===== src/rtl/hbi_pkg.sv =====
package hbi_pkg;
    typedef enum logic [1:0] {
        ST_IDLE = 2'd0,
        ST_REQ  = 2'd1,
        ST_DONE = 2'd2
    } hbi_state_e;

    localparam logic SPACE_REG = 1'b0;
    localparam logic SPACE_MEM = 1'b1;
endpackage


===== src/rtl/hbi_sync.sv =====
module hbi_sync #(
    parameter int   W      = 1,
    parameter int   STAGES = 2,
    parameter logic RST    = 1'b1
) (
    input  logic         clk,
    input  logic         rst_n,
    input  logic [W-1:0] din,
    output logic [W-1:0] dout
);
    logic [STAGES:0][W-1:0] chain;

    assign chain[0] = din;

    for (genvar g = 0; g < STAGES; g++) begin : g_stage
        always_ff @(posedge clk or negedge rst_n) begin
            if (!rst_n) chain[g+1] <= {W{RST}};
            else        chain[g+1] <= chain[g];
        end
    end

    assign dout = chain[STAGES];
endmodule


===== src/rtl/hbi_lane.sv =====
module hbi_lane #(
    parameter int AW  = 20,
    parameter int DW  = 16,
    parameter int WIN = 4
) (
    input  logic          wide,
    input  logic          is_reg,
    input  logic          is_read,
    input  logic          wr_hi_n,
    input  logic          wr_lo_n,
    input  logic [AW:1]   addr,
    input  logic [DW-1:0] din,
    output logic [AW:0]   byte_addr,
    output logic [DW-1:0] wdata,
    output logic [1:0]    be
);
    localparam int BW = DW / 2;
    localparam logic [AW:0] WIN_MASK = {{(AW + 1 - WIN){1'b0}}, {WIN{1'b1}}};

    logic          a0;
    logic [AW:0]   full;

    always_comb begin
        a0        = wide ? 1'b0 : wr_hi_n;
        full      = {addr, a0};
        byte_addr = is_reg ? (full & WIN_MASK) : full;
        if (wide) begin
            wdata = din;
            be    = is_read ? 2'b11 : {~wr_hi_n, ~wr_lo_n};
        end else begin
            wdata = {din[BW-1:0], din[BW-1:0]};
            be    = a0 ? 2'b10 : 2'b01;
        end
    end
endmodule


===== src/rtl/hbi_irq.sv =====
module hbi_irq #(
    parameter int N = 4
) (
    input  logic         clk,
    input  logic         rst_n,
    input  logic [N-1:0] status,
    input  logic [N-1:0] enable,
    input  logic         clear,
    output logic         pull
);
    typedef struct packed {
        logic hit;
        logic pend;
    } irq_t;

    irq_t q, d;

    always_comb begin
        d.hit  = |(status & enable);
        d.pend = (q.pend | (d.hit & ~q.hit)) & ~clear;
    end

    always_ff @(posedge clk or negedge rst_n) begin
        if (!rst_n) q <= '0;
        else        q <= d;
    end

    assign pull = q.pend;
endmodule


===== src/rtl/hostbus_if.sv =====
module hostbus_if
    import hbi_pkg::*;
#(
    parameter int AW    = 20,
    parameter int DW    = 16,
    parameter int WIN   = 4,
    parameter int SYNC  = 2,
    parameter int IRQ_W = 4
) (
    input  logic             clk,
    input  logic             rst_n,
    input  logic             bus_wide_i,
    input  logic             cs_reg_n_i,
    input  logic             cs_mem_n_i,
    input  logic             wr_hi_n_i,
    input  logic             wr_lo_n_i,
    input  logic             rd_n_i,
    input  logic [AW:1]      addr_i,
    input  logic [DW-1:0]    dbus_i,
    output logic [DW-1:0]    dbus_o,
    output logic             dbus_oe_o,
    output logic             ready_o,
    output logic             ready_oe_o,
    output logic             wait_o,
    output logic             wait_oe_o,
    output logic             irq_pull_o,
    output logic             core_req_o,
    output logic             core_we_o,
    output logic             core_space_o,
    output logic [AW:0]      core_addr_o,
    output logic [DW-1:0]    core_wdata_o,
    output logic [1:0]       core_be_o,
    input  logic             core_ack_i,
    input  logic [DW-1:0]    core_rdata_i,
    input  logic [IRQ_W-1:0] irq_status_i,
    input  logic [IRQ_W-1:0] irq_enable_i
);
    localparam int BW = DW / 2;

    typedef struct packed {
        hbi_state_e    st;
        logic          strb;
        logic          req;
        logic          we;
        logic          space;
        logic          lsb;
        logic [AW:0]   addr;
        logic [DW-1:0] wdata;
        logic [1:0]    be;
        logic [DW-1:0] rdata;
    } ctl_t;

    ctl_t q, d;

    // synchronised pin copies: {cs_reg, cs_mem, rd, wr_hi, wr_lo}
    logic [4:0] pins_s;
    logic s_cs_reg_n, s_cs_mem_n, s_rd_n, s_wr_hi_n, s_wr_lo_n;
    logic sel_s, strb_s, sel_raw, strb_raw, irq_clr;
    logic [AW:0]   ln_addr;
    logic [DW-1:0] ln_wdata;
    logic [1:0]    ln_be;
    logic [DW-1:0] rd_steer;

    hbi_sync #(.W(5), .STAGES(SYNC), .RST(1'b1)) u_sync (
        .clk  (clk),
        .rst_n(rst_n),
        .din  ({cs_reg_n_i, cs_mem_n_i, rd_n_i, wr_hi_n_i, wr_lo_n_i}),
        .dout (pins_s)
    );

    assign {s_cs_reg_n, s_cs_mem_n, s_rd_n, s_wr_hi_n, s_wr_lo_n} = pins_s;

    assign sel_s    = ~s_cs_reg_n | ~s_cs_mem_n;
    assign strb_s   = ~s_rd_n | ~s_wr_lo_n | (bus_wide_i & ~s_wr_hi_n);
    assign sel_raw  = ~cs_reg_n_i | ~cs_mem_n_i;
    assign strb_raw = ~rd_n_i | ~wr_lo_n_i | (bus_wide_i & ~wr_hi_n_i);

    hbi_lane #(.AW(AW), .DW(DW), .WIN(WIN)) u_lane (
        .wide     (bus_wide_i),
        .is_reg   (~s_cs_reg_n),
        .is_read  (~s_rd_n),
        .wr_hi_n  (wr_hi_n_i),
        .wr_lo_n  (wr_lo_n_i),
        .addr     (addr_i),
        .din      (dbus_i),
        .byte_addr(ln_addr),
        .wdata    (ln_wdata),
        .be       (ln_be)
    );

    always_comb begin
        if (bus_wide_i) rd_steer = core_rdata_i;
        else            rd_steer = {{BW{1'b0}}, q.lsb ? core_rdata_i[DW-1:BW]
                                                      : core_rdata_i[BW-1:0]};
    end

    always_comb begin
        d       = q;
        d.strb  = strb_s;
        irq_clr = 1'b0;
        case (q.st)
            ST_IDLE: begin
                if (sel_s && strb_s && !q.strb) begin
                    d.st    = ST_REQ;
                    d.req   = 1'b1;
                    d.we    = s_rd_n;
                    d.space = s_cs_reg_n ? SPACE_MEM : SPACE_REG;
                    d.addr  = ln_addr;
                    d.lsb   = ln_addr[0];
                    d.wdata = ln_wdata;
                    d.be    = ln_be;
                end
            end
            ST_REQ: begin
                if (core_ack_i) begin
                    d.st    = ST_DONE;
                    d.req   = 1'b0;
                    irq_clr = (q.space == SPACE_REG);
                    if (!q.we) d.rdata = rd_steer;
                end
            end
            ST_DONE: begin
                if (!strb_s) d.st = ST_IDLE;
            end
            default: d.st = ST_IDLE;
        endcase
    end

    always_ff @(posedge clk or negedge rst_n) begin
        if (!rst_n) q <= '0;
        else        q <= d;
    end

    hbi_irq #(.N(IRQ_W)) u_irq (
        .clk   (clk),
        .rst_n (rst_n),
        .status(irq_status_i),
        .enable(irq_enable_i),
        .clear (irq_clr),
        .pull  (irq_pull_o)
    );

    assign ready_oe_o   = sel_raw;
    assign wait_oe_o    = sel_raw;
    assign ready_o      = ~(strb_raw & (q.st == ST_DONE));
    assign wait_o       = ~(strb_raw & (q.st != ST_DONE));
    assign dbus_oe_o    = sel_raw & ~rd_n_i;
    assign dbus_o       = q.rdata;
    assign core_req_o   = q.req;
    assign core_we_o    = q.we;
    assign core_space_o = q.space;
    assign core_addr_o  = q.addr;
    assign core_wdata_o = q.wdata;
    assign core_be_o    = q.be;
endmodule


===== config.mk =====
export PLATFORM = sky130hd
export DESIGN_NAME = hostbus_if
export DESIGN_NICKNAME = d
export VERILOG_FILES = /design/src/rtl/hbi_pkg.sv /design/src/rtl/hbi_sync.sv /design/src/rtl/hbi_lane.sv /design/src/rtl/hbi_irq.sv /design/src/rtl/hostbus_if.sv
export SDC_FILE = /design/constraint.sdc
export NUM_CORES = 1
export LEC_CHECK = 0
export BUFFER_PORTS_ARGS = -buffer_cell sky130_fd_sc_hd__clkbuf_2
export CAP_MARGIN = 10
export CORE_AREA = 2 2 110 80
export CTS_CLUSTER_DIAMETER = 100
export DETAILED_ROUTE_END_ITERATION = 8
export DIE_AREA = 0 0 112 82
export GPL_ROUTABILITY_DRIVEN = 0
export MAX_ROUTING_LAYER = met4
export PLACE_DENSITY = 0.74
export SYNTH_ARGS = -nofsm -noshare
export SYNTH_HDL_FRONTEND = slang
export SYNTH_SLANG_ARGS = --single-unit

===== constraint.sdc =====
create_clock -name clk -period 1.84 [get_ports clk]
set_clock_uncertainty 0.1 [all_clocks]
set_input_delay 0.368 -clock clk [delete_from_list [all_inputs] [get_ports clk]]
set_output_delay 0.368 -clock clk [all_outputs]
set_load 0.02 [all_outputs]

==> flow_metrics.env, run 1 <==
export IMPL_cts_root_buffer="clkbuf_16"
export IMPL_synth_most_common_cell="dfrtp_1"
export IMPL_power_switching_mw=2.35
export IMPL_antenna_found_initial=0
export IMPL_grt_max_degree=47
export IMPL_synth_top_area_share_pct=46.0
export IMPL_peakVddDrop_v=0.000959
export IMPL_leakage_nw=2.21
export IMPL_clk_path_buf_depth=2
export IMPL_placedCellCount=480
export IMPL_core_area_um2=8200
export IMPL_drc_errors=0
export IMPL_crit_required_ns=1.95
export IMPL_num_antenna_cells=0
export IMPL_power_internal_mw=4.08
export IMPL_ctsHtreeMaxLevel=3
export IMPL_port_buffers=132
export IMPL_timing_fmax_mhz=545
export IMPL_p_per_area_nw_per_um2=1480
export IMPL_finalSetupViolations=0
export IMPL_io_pins=133
export IMPL_synthArstFlopShare_pct=100
export IMPL_grtUsageMet1_pct=20.4
export IMPL_nets=464
export IMPL_ys_seq_elements=73
export IMPL_avgSynthCellArea_um2=11.4
export IMPL_setup_slack_ns=0.00363
export IMPL_status="finished clean"
export IMPL_design_area_um2=4360
export IMPL_fp_dieArea_um2=9180
export IMPL_stdcell_count=505
export IMPL_synth_commonest_cells="dfrtp_1, buf_4, nand2_1"
export IMPL_switching_share_pct=36.6
export IMPL_synth_ff_type="dfrtp_1"
export IMPL_dieWidth_um=112
export IMPL_placed_cell_area_um2=3860
export IMPL_gr_usage_met3_pct=6.42
export IMPL_grt_ovfl_total=0
export IMPL_yosys_area_top_type="dfrtp_1"
export IMPL_insertion_delay_ns=0.33
export IMPL_slew_violations=0
export IMPL_synth_nets=370
export IMPL_final_min_clock_period_ns=1.84
export IMPL_use_met2_pct=24.7
export IMPL_drt_wl_total_um=7290
export IMPL_clkPwrFrac_pct=24.5
export IMPL_first_global_vias=2325
export IMPL_relSlewSlack_pct=77.5
export IMPL_grt_busiest_layer="met2"
export IMPL_synthCells=301
export IMPL_cp_end_kind="flop"
export IMPL_worst_pin_slew_ns=0.338
export IMPL_antenna_left=0
export IMPL_chipHeight_um=82
export IMPL_pwr_share_comb_pct=36.2
export IMPL_vias_per_cell=4.56
export IMPL_area_growth_pct=27.1
export IMPL_critPathMaxFanout=7
export IMPL_cts_buffers=9
export IMPL_post_synth_num_cell_types=27
export IMPL_tns_ns=0
export IMPL_synth_area_leaders="dfrtp_1, buf_4, dfstp_2"
export IMPL_post_dp_hpwl_um=5020
export IMPL_cts_tree="built"
export IMPL_grt_pass1_wl_um=11200
export IMPL_drive_gt1_share_pct=49.5
export IMPL_num_rows=28
export IMPL_start_util_pct=41.8
export IMPL_post_drt_wl_per_cell_um=14.4
export IMPL_grt_usage_pct=16.4
export IMPL_fin_crit_sh_pct=99.8
export IMPL_dp_slack_ns=0.0355
export IMPL_hp_class="input pin to flop"
export IMPL_crit_arrival_ns=1.95
export IMPL_start_kind="flop"
export IMPL_clkTransAtPathRegs_ns=0.06
export IMPL_drv_cap=0
export IMPL_pwr_share_seq_pct=39.3
export IMPL_finalHoldViolCount=0
export IMPL_synth_area_um2=3430
export IMPL_drt_iter0_drc=142
export IMPL_yosysSeqAreaShare_pct=53.7
export IMPL_yosysWarnings=0
export IMPL_clock_sinks=73
export IMPL_crit_type="flop to flop"
export IMPL_vias=2303
export IMPL_drt_pass1_iter_count=4
export IMPL_hold_worst_slack_ns=0.0455
export IMPL_rsz0062_at_grt="true"
export IMPL_synth_edf_count=0
==> state kept, by name, indices dropped and copies added, names as in the netlist <==
register and cells:
core_space_o 1, dbus_o 16, u_sync.dout 5, u_irq.pull 1, core_req_o 1, u_sync.chain 5, core_addr_o 21, core_be_o 2
core_we_o 1, u_irq.q 1, q 3, core_wdata_o 16
==> worst max-delay path, cell delays in order (launching register included) <==
cell and delay [ns]:
dfstp_2 0.37, a2111o_1 0.44, a31oi_4 0.18, buf_12 0.16, clkbuf_16 0.15, mux2_1 0.32
==> final timing paths <==
check	slack, ns	endpoint	depth (start not counted)	start
max	0.004	core_wdata_o[11]$_DFFE_PN0P_	5	u_sync.dout[4]$_DFF_PN1_
min	0.05	u_sync.chain[9]$_DFF_PN1_	1	cs_reg_n_i
max reg2reg	0.004	core_wdata_o[11]$_DFFE_PN0P_	5	u_sync.dout[4]$_DFF_PN1_
min reg2reg	0.25	u_sync.dout[0]$_DFF_PN1_	0	u_sync.chain[5]$_DFF_PN1_
max in group asynchronous	0.86	dbus_o[2]$_DFFE_PN0P_	3	rst_n
min in group asynchronous	0.46	core_addr_o[10]$_DFFE_PN0P_	3	rst_n
==> power by group through the flow <==
stage | Clock (mW) | Sequential (mW) | Combinational [mW]
6_report | 1.57 | 2.53 | 2.33
5_1_grt | 1.71 | 2.61 | 2.54
4_1_cts | 1.63 | 2.53 | 2.23
3_5_place_dp | 0 | 2.55 | 2.21
3_3_place_gp | 0 | 2.52 | 2.17
2_1_floorplan | 0 | 2.50 | 2.08
==> cell families (layout without fill, tap and decap cells) <==
group           count (synthesis)  count (layout)  share of synthesized area, %
buf+inv                        88             187                          16.5
flops                          73              73                          53.7
mux                            57              57                          17.8
simple gates                   54              54                          6.57
compound gates                 29              29                          5.51
==> layout by cell type, fill, tap and decap left out <==
master,n
a21o_1,1
a21bo_2,1
mux2_1,13
inv_1,20
mux2i_1,24
o21ai_0,18
buf_4,8
dfstp_2,10
dlygate4sd3_1,1
a31o_2,1
mux2_2,11
clkbuf_16,14
buf_16,1
nand3_1,4
buf_6,1
a22oi_1,2
dfrtp_1,63
mux2i_2,1
nor2_1,1
clkbuf_2,131
a31oi_1,1
nor2b_1,1
clkinvlp_4,1
a2111o_1,1
a31oi_4,1
o22a_1,1
mux2_4,7
nand4bb_1,1
a21oi_1,2
clkinv_4,1
buf_12,4
clkbuf_8,1
mux2i_4,1
clkbuf_1,1
clkinv_2,3
nand2_1,44
nand2b_1,3
==> metrics by stage <==
| stage | utilization [%] | power (mW) |
|---|---|---|
| 3_5_place_dp | 47.1 | 4.76 |
| 2_1_floorplan | - | 4.58 |
| 3_3_place_gp | 47.1 | 4.69 |
| 4_1_cts | 50.7 | 6.39 |
| 5_1_grt | 53.1 | 6.86 |
| 6_report | 53.1 | 6.44 |
==> timing repair <==
action | in CTS | in global routing
gates resized for setup | 2 | 9
setup buffers | 1 | 1
pin swaps | 0 | 1
gates cloned | 0 | 6
hold buffers | 1 | 0
hold endpoints to repair | 63 | 0
endpoints found under the setup margin | 1 | 12
==> routing by layer <==
layer  up-vias  share of wire [%]
met4         0                1.3
met1      1076                 45
met3         9                8.7
met5         -                  0
li1       1124                  -
met2        94                 45
==> final cells by class <==
class	instances	area, µm²
clock buffers	11	243
flip-flops and latches	73	1840
well taps	105	131
multi-input cells	140	1070
clock inverters	5	31.3
inverters	20	75.1
repair buffers	151	970
fillers	728	3840
Note: power is estimated with default switching activity, not from simulation.
==> inputs of run 2 (changes only) <==
GPL_TIMING_DRIVEN = 0   (was unset)
==> flow_metrics.env, run 2 (same netlist as run 1, synthesis figures left out) <==
export IMPL_num_rows=28
export IMPL_chipHeight_um=82
export IMPL_finalHoldViolCount=0
export IMPL_leakage_nw=2.48
export IMPL_port_buffers=132
export IMPL_area_growth_pct=37.3
export IMPL_clock_sinks=73
export IMPL_crit_arrival_ns=1.97
export IMPL_clk_path_buf_depth=2
export IMPL_first_global_vias=2490
export IMPL_hp_class="input pin to flop"
export IMPL_peakVddDrop_v=0.000773
export IMPL_crit_required_ns=1.94
export IMPL_drv_cap=0
export IMPL_io_pins=133
export IMPL_antenna_left=0
export IMPL_slew_violations=0
export IMPL_rsz0062_at_grt="true"
export IMPL_fin_crit_sh_pct=101
export IMPL_nets=522
export IMPL_vias_per_cell=4.49
export IMPL_grt_max_degree=45
export IMPL_hold_worst_slack_ns=0.0522
export IMPL_fin_util_pct=57.4
export IMPL_setup_slack_ns=-0.0260
export IMPL_relSlewSlack_pct=56.9
export IMPL_cts_tree="built"
export IMPL_violations="negative setup slack"
export IMPL_drc_errors=0
export IMPL_grt_pass1_wl_um=12100
export IMPL_placed_cell_area_um2=4250
export IMPL_drt_pass1_iter_count=4
export IMPL_cts_root_buffer="clkbuf_16"
export IMPL_vias=2528
export IMPL_post_dp_hpwl_um=5600
export IMPL_placedCellCount=539
export IMPL_stdcell_count=563
export IMPL_insertion_delay_ns=0.32
export IMPL_mostFrequentLayoutCells="clkbuf_2, dfrtp_1, buf_4"
export IMPL_drt_iter0_drc=110
export IMPL_dieWidth_um=112
export IMPL_start_kind="flop"
export IMPL_worst_pin_slew_ns=0.647
export IMPL_num_antenna_cells=0
export IMPL_grt_ovfl_total=0
export IMPL_largest_register_ffs=21
export IMPL_ctsHtreeMaxLevel=3
export IMPL_fp_dieArea_um2=9180
export IMPL_start_util_pct=41.8
export IMPL_antenna_found_initial=0
export IMPL_core_area_um2=8200
export IMPL_timing_fmax_mhz=536
export IMPL_register_area_um2=1840
export IMPL_finalSetupViolations=7
export IMPL_clkTransAtPathRegs_ns=0.06
export IMPL_crit_type="flop to flop"
export IMPL_critPathMaxFanout=6
export IMPL_cts_buffers=9
export IMPL_final_min_clock_period_ns=1.87
export IMPL_drt_wl_total_um=7650
export IMPL_post_drt_wl_per_cell_um=13.6
export IMPL_final_common_cell="clkbuf_2"
export IMPL_num_fill_cells=718
export IMPL_design_area_um2=4710
export IMPL_cp_end_kind="flop"
export IMPL_p_per_area_nw_per_um2=1580
export IMPL_multi_input_area_um2=1080
export IMPL_status="finished, violations left"
export IMPL_drive_gt1_share_pct=55.5
export IMPL_grt_usage_pct=17.6
-- run 2: cell count changes in the layout (fill, tap and decap cells not counted), moves of 4 or more --
cell / delta
buf_12: -4
buf_4: +54
buf_6: +4
clkbuf_1: +8
clkbuf_16: -5
mux2_1: -8
mux2_4: +8
-- run 2: report_power, final --
part	switching [mW]	internal (mW)
combinational	1.53	1.55
sequential	0.323	2.21
clock	0.611	1.22
total	2.46	4.98
-- run 2: through the flow --
| step | TNS (ns) | worst slack (ns) | power, mW |
|---|---|---|---|
| 2_1_floorplan | 0 | 0.00220 | 4.58 |
| 3_3_place_gp | -25.34 | -0.343 | 5.39 |
| 3_5_place_dp | -5.02 | -0.176 | 5.49 |
| 4_1_cts | -0.582 | -0.0465 | 7.42 |
| 5_1_grt | -2.13 | -0.0950 | 7.89 |
| 6_report | -0.144 | -0.0260 | 7.44 |
-- run 2: critical path, cell delays in order (launching register included) --
cell and delay, ns:
dfstp_2 0.37, a2111o_1 0.43, a31oi_4 0.27, buf_6 0.15, buf_4 0.11, mux2_2 0.32
-- run 2: per-layer routing --
| layer | part of all wire [%] | wire length [µm] | up-vias | global-route usage (%) |
|---|---|---|---|---|
| li1 | - | - | 1239 | - |
| met3 | 6.5 | 499 | 4 | 5.02 |
| met4 | 0.75 | 57 | 0 | 5.98 |
| met1 | 46 | 3530 | 1194 | 22.2 |
| met5 | 0 | 0 | - | - |
| met2 | 47 | 3560 | 91 | 27.9 |
-- run 2: layout make-up --
cell class,instances,area share [%]
Sequential cell,73,39.1
Multi-Input combinational cell,140,22.9
Timing Repair Buffer,143,16.6
Buffer,66,10.3
Clock buffer,13,5.32
Tap cell,105,2.79
Inverter,20,1.60
Clock inverter,3,1.38
-- run 2: path summary, 6_finish.rpt --
check,start,to,slack [ns],depth (start not counted)
max,u_sync.dout[3]$_DFF_PN1_,core_wdata_o[0]$_DFFE_PN0P_,-0.03,5
max in group asynchronous,rst_n,u_sync.dout[1]$_DFF_PN1_,0.56,3
min reg2reg,u_sync.chain[8]$_DFF_PN1_,u_sync.dout[3]$_DFF_PN1_,0.25,0
min in group asynchronous,rst_n,core_addr_o[18]$_DFFE_PN0P_,0.46,2
min,cs_reg_n_i,u_sync.chain[9]$_DFF_PN1_,0.05,1
max reg2reg,u_sync.dout[3]$_DFF_PN1_,core_wdata_o[0]$_DFFE_PN0P_,-0.03,5
-- run 2: timing repair --
item,CTS,global route
gates cloned,2,0
endpoints found under the hold margin,29,0
gates resized for setup,6,20
hold buffers,1,0
setup endpoints to repair,40,39
buffers inserted,8,0
pin swaps,1,1
